==> config.mk <==
export PLATFORM = sky130hd
export DESIGN_NAME = btrace_ser
export DESIGN_NICKNAME = d
export VERILOG_FILES = /design/src/rtl/btrace_ser.sv
export SDC_FILE = /design/constraint.sdc
export NUM_CORES = 1
export LEC_CHECK = 0
export ABC_AREA = 1
export BUFFER_PORTS_ARGS = -buffer_cell sky130_fd_sc_hd__buf_2
export CORE_MARGIN = 3
export CORE_UTILIZATION = 35
export CTS_BUF_LIST = sky130_fd_sc_hd__clkbuf_8 sky130_fd_sc_hd__clkbuf_16
export DETAILED_ROUTE_END_ITERATION = 16
export HOLD_SLACK_MARGIN = 0.05
export PLACE_DENSITY_LB_ADDON = 0.2
export SLEW_MARGIN = 40
export SYNTH_ARGS = -nofsm -noshare
export SYNTH_HDL_FRONTEND = slang
export SYNTH_SLANG_ARGS = --single-unit
==> constraint.sdc <==
create_clock -name clk -period 1.58 [get_ports clk]
set_input_delay 0.158 -clock clk [delete_from_list [all_inputs] [get_ports clk]]
set_output_delay 0.158 -clock clk [all_outputs]
set_load 0.01 [all_outputs]
==> src/rtl/btrace_ser.sv <==
module btrace_ser (
  input  logic        clk,
  input  logic        rst_n,
  input  logic        br_taken,
  input  logic        br_variant,
  input  logic [31:0] br_target,
  input  logic        cfg_show,
  input  logic [1:0]  cfg_size,
  output logic [3:0]  pst,
  output logic [3:0]  ddata,
  output logic        stall
);
  localparam logic [3:0] CODE_BR  = 4'h5;
  localparam logic [3:0] CODE_LEN = 4'h9;

  typedef enum logic [1:0] {S_IDLE, S_MARK, S_SEND} st_t;

  st_t         st;
  logic [31:0] sh, hold_a;
  logic [1:0]  sz, hold_sz;
  logic        hold_v;
  logic [2:0]  cnt;

  wire       req   = br_taken & br_variant & cfg_show;
  wire [1:0] sz_in = (cfg_size == 2'd3) ? 2'd2 : cfg_size;
  wire [2:0] last  = 3'd3 + {sz, 1'b0};

  assign stall = req & hold_v & (st != S_IDLE);
  wire acc = br_taken & ~stall;

  always_ff @(posedge clk) begin
    if (!rst_n) begin
      st      <= S_IDLE;
      sh      <= '0;
      sz      <= '0;
      hold_a  <= '0;
      hold_sz <= '0;
      hold_v  <= 1'b0;
      cnt     <= '0;
      pst     <= '0;
      ddata   <= '0;
    end else begin
      pst   <= acc ? CODE_BR : (st == S_MARK) ? CODE_LEN + {2'b00, sz} : 4'h0;
      ddata <= (st == S_SEND) ? sh[3:0] : 4'h0;

      if (st != S_IDLE && req && !hold_v) begin
        hold_v  <= 1'b1;
        hold_a  <= br_target;
        hold_sz <= sz_in;
      end

      case (st)
        S_IDLE: begin
          if (hold_v) begin
            st      <= S_MARK;
            sh      <= hold_a;
            sz      <= hold_sz;
            hold_v  <= req;
            hold_a  <= br_target;
            hold_sz <= sz_in;
          end else if (req) begin
            st <= S_MARK;
            sh <= br_target;
            sz <= sz_in;
          end
        end
        S_MARK: begin
          if (!acc) begin
            st  <= S_SEND;
            cnt <= '0;
          end
        end
        S_SEND: begin
          sh  <= sh >> 4;
          cnt <= cnt + 3'd1;
          if (cnt == last) st <= S_IDLE;
        end
        default: st <= S_IDLE;
      endcase
    end
  end
endmodule

# Word-level counts from Yosys, hierarchy flattened

Index checks and enable logic that the tools add are counted.

Register bits after elaboration: 82
Input bits: 39
Word-level logic and storage cells: 66
Output and inout port bits: 9

$add $sub $neg: 3
Bitwise gates (word level): 8
Reductions and logical operators: 14
Mux-type cells: 24
Equal/unequal tests: 7

Operators with widths:

| cell                | number |
|---|---|
| $mux 32             | 5 |
| $pmux 32 s2         | 1 |
| $mux 2              | 10 |
| $mux 3              | 3 |
| $reduce_and 2->1    | 4 |
| $reduce_bool 2->1   | 4 |
| $pmux 2 s3          | 1 |
| $pmux 3 s2          | 1 |
| $and 1x1->1         | 5 |
| $add 4x2->4 const A | 1 |
| $eq 2x2->1 const B  | 2 |
| $add 2x3->3 const A | 1 |
| $add 3x1->3 const B | 1 |
| $eq 3x3->1          | 1 |
| $mux 1              | 3 |
| $ne 3x3->1 const B  | 1 |
| $not 1->1           | 3 |
| $reduce_and 3->1    | 1 |
| $reduce_or 3->1     | 1 |
| $eq 2x1->1 const B  | 1 |
| $logic_and 1x1->1   | 2 |
| $logic_not 2->1     | 1 |
| $ne 2x1->1 const B  | 1 |
| $ne 2x2->1 const B  | 1 |
| $logic_not 1->1     | 1 |

# Logic depth before layout (Yosys ltp)

Depth in word-level cells: 8
Depth in mapped cells: 10
Gate-level depth less buffers: 7

# Least setup slack after synthesis

Ideal clock, no wire load.

Kind: register to register
Start: register hold_v
End: register hold_a[10]
Cell stages (with the launch flop): 10
Data arrival time: 1.156 ns
Data required time: 1.464 ns
Path buffers: 3
Setup time: 0.116 ns
Setup slack: 0.308 ns
Clock period less this slack: 1.272 ns
Cell sequence: dfxtp_1 -> buf_6 -> inv_2 -> buf_6 -> nand3_1 -> o21ai_4 -> inv_2 -> buf_6 -> nor2_1 -> nor2_1

Word-level cells in the longest chain between the ends: 5

Ends and longest elaborated chain:

| item                   | RTL line | text |
|---|---|---|
| start, declared        | 21       | `logic hold_v;` |
| start signal, assigned | 58       | `hold_v <= req;` |
| $logic_not 1->1        | 46       | `if (st != S_IDLE && req && !hold_v) begin` |
| $logic_and 1x1->1      | 46       |  |
| $mux 32                | 46       |  |
| $mux 32                | 54       | `if (hold_v) begin` |
| $mux 32 (*)            | 52       | `case (st)` |
| end signal, assigned   | 48       | `hold_a <= br_target;` |
| end signal, assigned   | 59       | `hold_a <= br_target;` |
| end, declared          | 19       | `logic [31:0] sh, hold_a;` |

Every way passes the cells marked *; elsewhere a longest branch is shown, timed or not.
A chain may end at the register's enable or synchronous reset.

# Worst setup path in the final report

Start: register st[0]
End: output port stall

Word-level cells in the longest chain between the ends: 2

Ends and longest elaborated chain:

| item                   | RTL line | text |
|---|---|---|
| start, declared        | 18       | `st_t st;` |
| start signal, assigned | 33       | `st <= S_IDLE;` |
| start signal, assigned | 55       | `st <= S_MARK;` |
| start signal, assigned | 62       | `st <= S_MARK;` |
| $reduce_bool 2->1      | 28       | `assign stall = req & hold_v & (st != S_IDLE);` |
| $and 1x1->1            | 28       |  |
| end, declared          | 11       | `output logic stall` |

No other way between the ends.

==> results.md <==
* Initial DRT Pass Iterations at 4
* Total number of H-tree levels at 3
* Worst rel slew slack at 71.9%
* Worst hold path class: input port to flop
* Fin crit period at 1.41 ns
* Die W at 108 um
* Crit path kind: flop to primary output
* Top_reg_cell synth: dfxtp_1
* Hold_sp: br_target[13]
* Clock latency at the later pin of the worst-skew pair at 0.35 ns
* Initial Util at 36.6%
* Library cells used by synthesis at 25
* Setup violations, final at 0
* Max cap viols at 0
* Antenna Cells at 0
* Crit path max-delay family: flip-flops
* Most common cell after layout, fill and taps aside: nor2_1
* Clock Sinks at 82
* Hold path depth at 3
* Leak pwr at 1.92 nW
* Post-route ant nets at 0
* R2R Path Start: hold_v
* Post-DR wirelength/cell at around 12 um
* Hold endpoint: hold_a[13]
* RSZ-0062 raised after global routing: false
* Die Y at approximately 110 um
* Site row count at 36
* Placer Congestion at 0.771
* Max Freq at a little over 0.7 GHz
* Final worst path period share at 89.3%
* Status: completed
* #FFs+latches synth at between 80 and 90
* Fill cells at 1059
* Initial antenna violation count at 0
* Synth Instances at 531
* GRT Total Usage at between 15 and 20%
* CP max stage delay at ~0.36 ns
* YS warnings at 0
* Nets at roughly 630
* Via count at 3388
* Req. time, crit path at 1.42 ns
* Syn_nets at roughly 570
* Ports at 48
* Slowest-stage cell, CP: dfxtp_4
* Syn Area/Cell at 6.86 um^2
* Clk Tree Root Cell: clkbuf_8
* Share of layout cells above drive strength 1 at around 16%
* Worst r2r path cells at 7
* Synthesis-to-layout area growth at 21.1%
* Internal reg-to-reg setup slack at 0.21 ns
* Die area at approximately 12000 um^2
* Crit-path cells: nor2_2 > buf_4 > nor2_2 > nand2_1 > inv_1 > buf_2
* Final Power at roughly 4.4 mW
* PD cells at 1010 nW/um^2
* GRT Residual Overflow at 0
* DRT iter0 DRCs at 136
* Core Box Area at 9950 um^2
* Worst-path fanout max at 4
* Async S/R FF share, synth at 0%
* Max VDD drop at 0.000437 V
* Clock Skew at about 0.011 ns
* Max Slew Vio Count at 0
* Worst Path Buf+Inv at 3
* Detailed placer's ending HPWL at ~5500 um
* First-pass GRT wire length at 14300 um
* Vias/cell at 4.68
* Most frequent cells in the layout: nor2_1, dfxtp_1, nand2_1, o21ai_0, buf_2
* Largest net degree at the start of global routing at 54
* Number of CTS-inserted buffers at 9
* Worst R2R End: sh[0]
* Sequential fraction of the synthesis area at 45.1%
* DRC at 0
* CP startpoint kind: flop
* Worst Setup End Kind: primary output
* Final hold violations at 0
* Post-synth EDFFs at 0
* CTS tree: built
* Mapped cell area at 3640 um^2
* WL final at 8600 um
* Number of global-route vias before repair at 3138
* Worst path most repeated cell: nor2_2
* Clock slew at reported path FFs at roughly 0.090 ns
* Worst Path Arrival at 1.25 ns
* Port buffer count at 47
* Clock buffer depth at 2
* Setup TNS at 0 ns
* Slew @ Worst Pin at 0.422 ns
## report_power, final
part | leakage (nW) | switching, mW | internal (mW)
registers | 0.668 | 0.0440 | 2.16
logic | 1.13 | 0.267 | 0.200
clock network | 0.122 | 0.733 | 1.04
total | 1.92 | 1.04 | 3.39
## synth_stat cells, types with 2 or more instances
library cell    n  share of area (%)
a21oi_1        18                2.5
buf_1           2               0.21
buf_2          15                2.1
buf_4           3               0.62
buf_6           6                1.9
clkbuf_1        6               0.62
dfxtp_1        82                 45
ha_1            2               0.69
inv_1          12                1.2
inv_2           5               0.52
nand2_1        78                8.0
nand2_4         2               0.62
nand3_1        37                5.1
nor2_1        180                 19
nor2_2          2               0.34
o211ai_1        4               0.82
o21ai_0        50                6.9
o21ai_1        16                2.2
or2_2           5               0.86
## logic make-up (layout without fill, tap and decap cells)
kind of cell | Yosys count | count (layout) | synth area share (%)
simple gates | 306 | 306 | 33.8
compound gates | 91 | 91 | 13.2
flops | 82 | 82 | 45.1
buf+inv | 50 | 110 | 7.22
fa+ha+maj | 2 | 2 | 0.687
## sequential cells by signal, summed over array words and instances (netlist names)
register / flops
hold_sz: 2
cnt: 3
hold_v: 1
pst: 4
sh: 32
st: 2
hold_a: 32
sz: 2
ddata: 4
## final cells by class
type,instances,area [um^2],share of cell area [%]
flip-flops and latches,82,1650,37.3
clock buffers,9,124,2.81
well taps,133,166,3.77
inverters,18,67.6,1.53
clock inverters,7,110,2.50
repair buffers,76,551,12.5
multi-input cells,399,1740,39.6
## worst max-delay path by stage
stage / startpoint / end / slack (ns) / cells after the start
6_report: st[0] / stall / 0.17 / 6
2_1_floorplan: hold_v / hold_a[10] / 0.31 / 9
4_1_cts: st[0] / stall / 0.04 / 6
3_3_place_gp: st[1] / hold_a[23] / 0.10 / 7
3_5_place_dp: st[0] / hold_a[17] / 0.06 / 7
5_1_grt: hold_v / sh[7] / 0.04 / 7
## per-layer routing
layer	vias to the layer above	part of all wire [%]	wire, um	track usage, %
met5	-	0	0	0
met4	0	1.5	133	6.13
met3	11	3.5	301	2.93
met2	47	44	3820	24.5
met1	1524	51	4340	19.9
li1	1806	-	-	-
## worst min-delay path, cell delays in order
cell	delay (ns)
buf_2	0.09
nor2_1	0.04
nor2_1	0.09
## metrics by stage
stage               area, um^2  hold slack (ns)  setup WS [ns]  std cells  utilization [%]
detailed placement        4010            0.402         0.0573        691             40.2
CTS                       4380           0.0510         0.0437        721             44.0
floorplan                 3640            0.293          0.308        531                -
global route              4410           0.0509         0.0416        724             44.3
finish                    4410           0.0654          0.170        724             44.3
global placement          4010            0.397          0.100        691             40.2
## what timing repair did
action / 4_1_cts / 5_1_grt
setup endpoints to repair: 0 / 34
hold endpoints to repair: 14 / 0
hold buffers: 14 / 0
setup buffers: 0 / 3
resized for setup: 0 / 4
(Power assumes the default switching activity.)
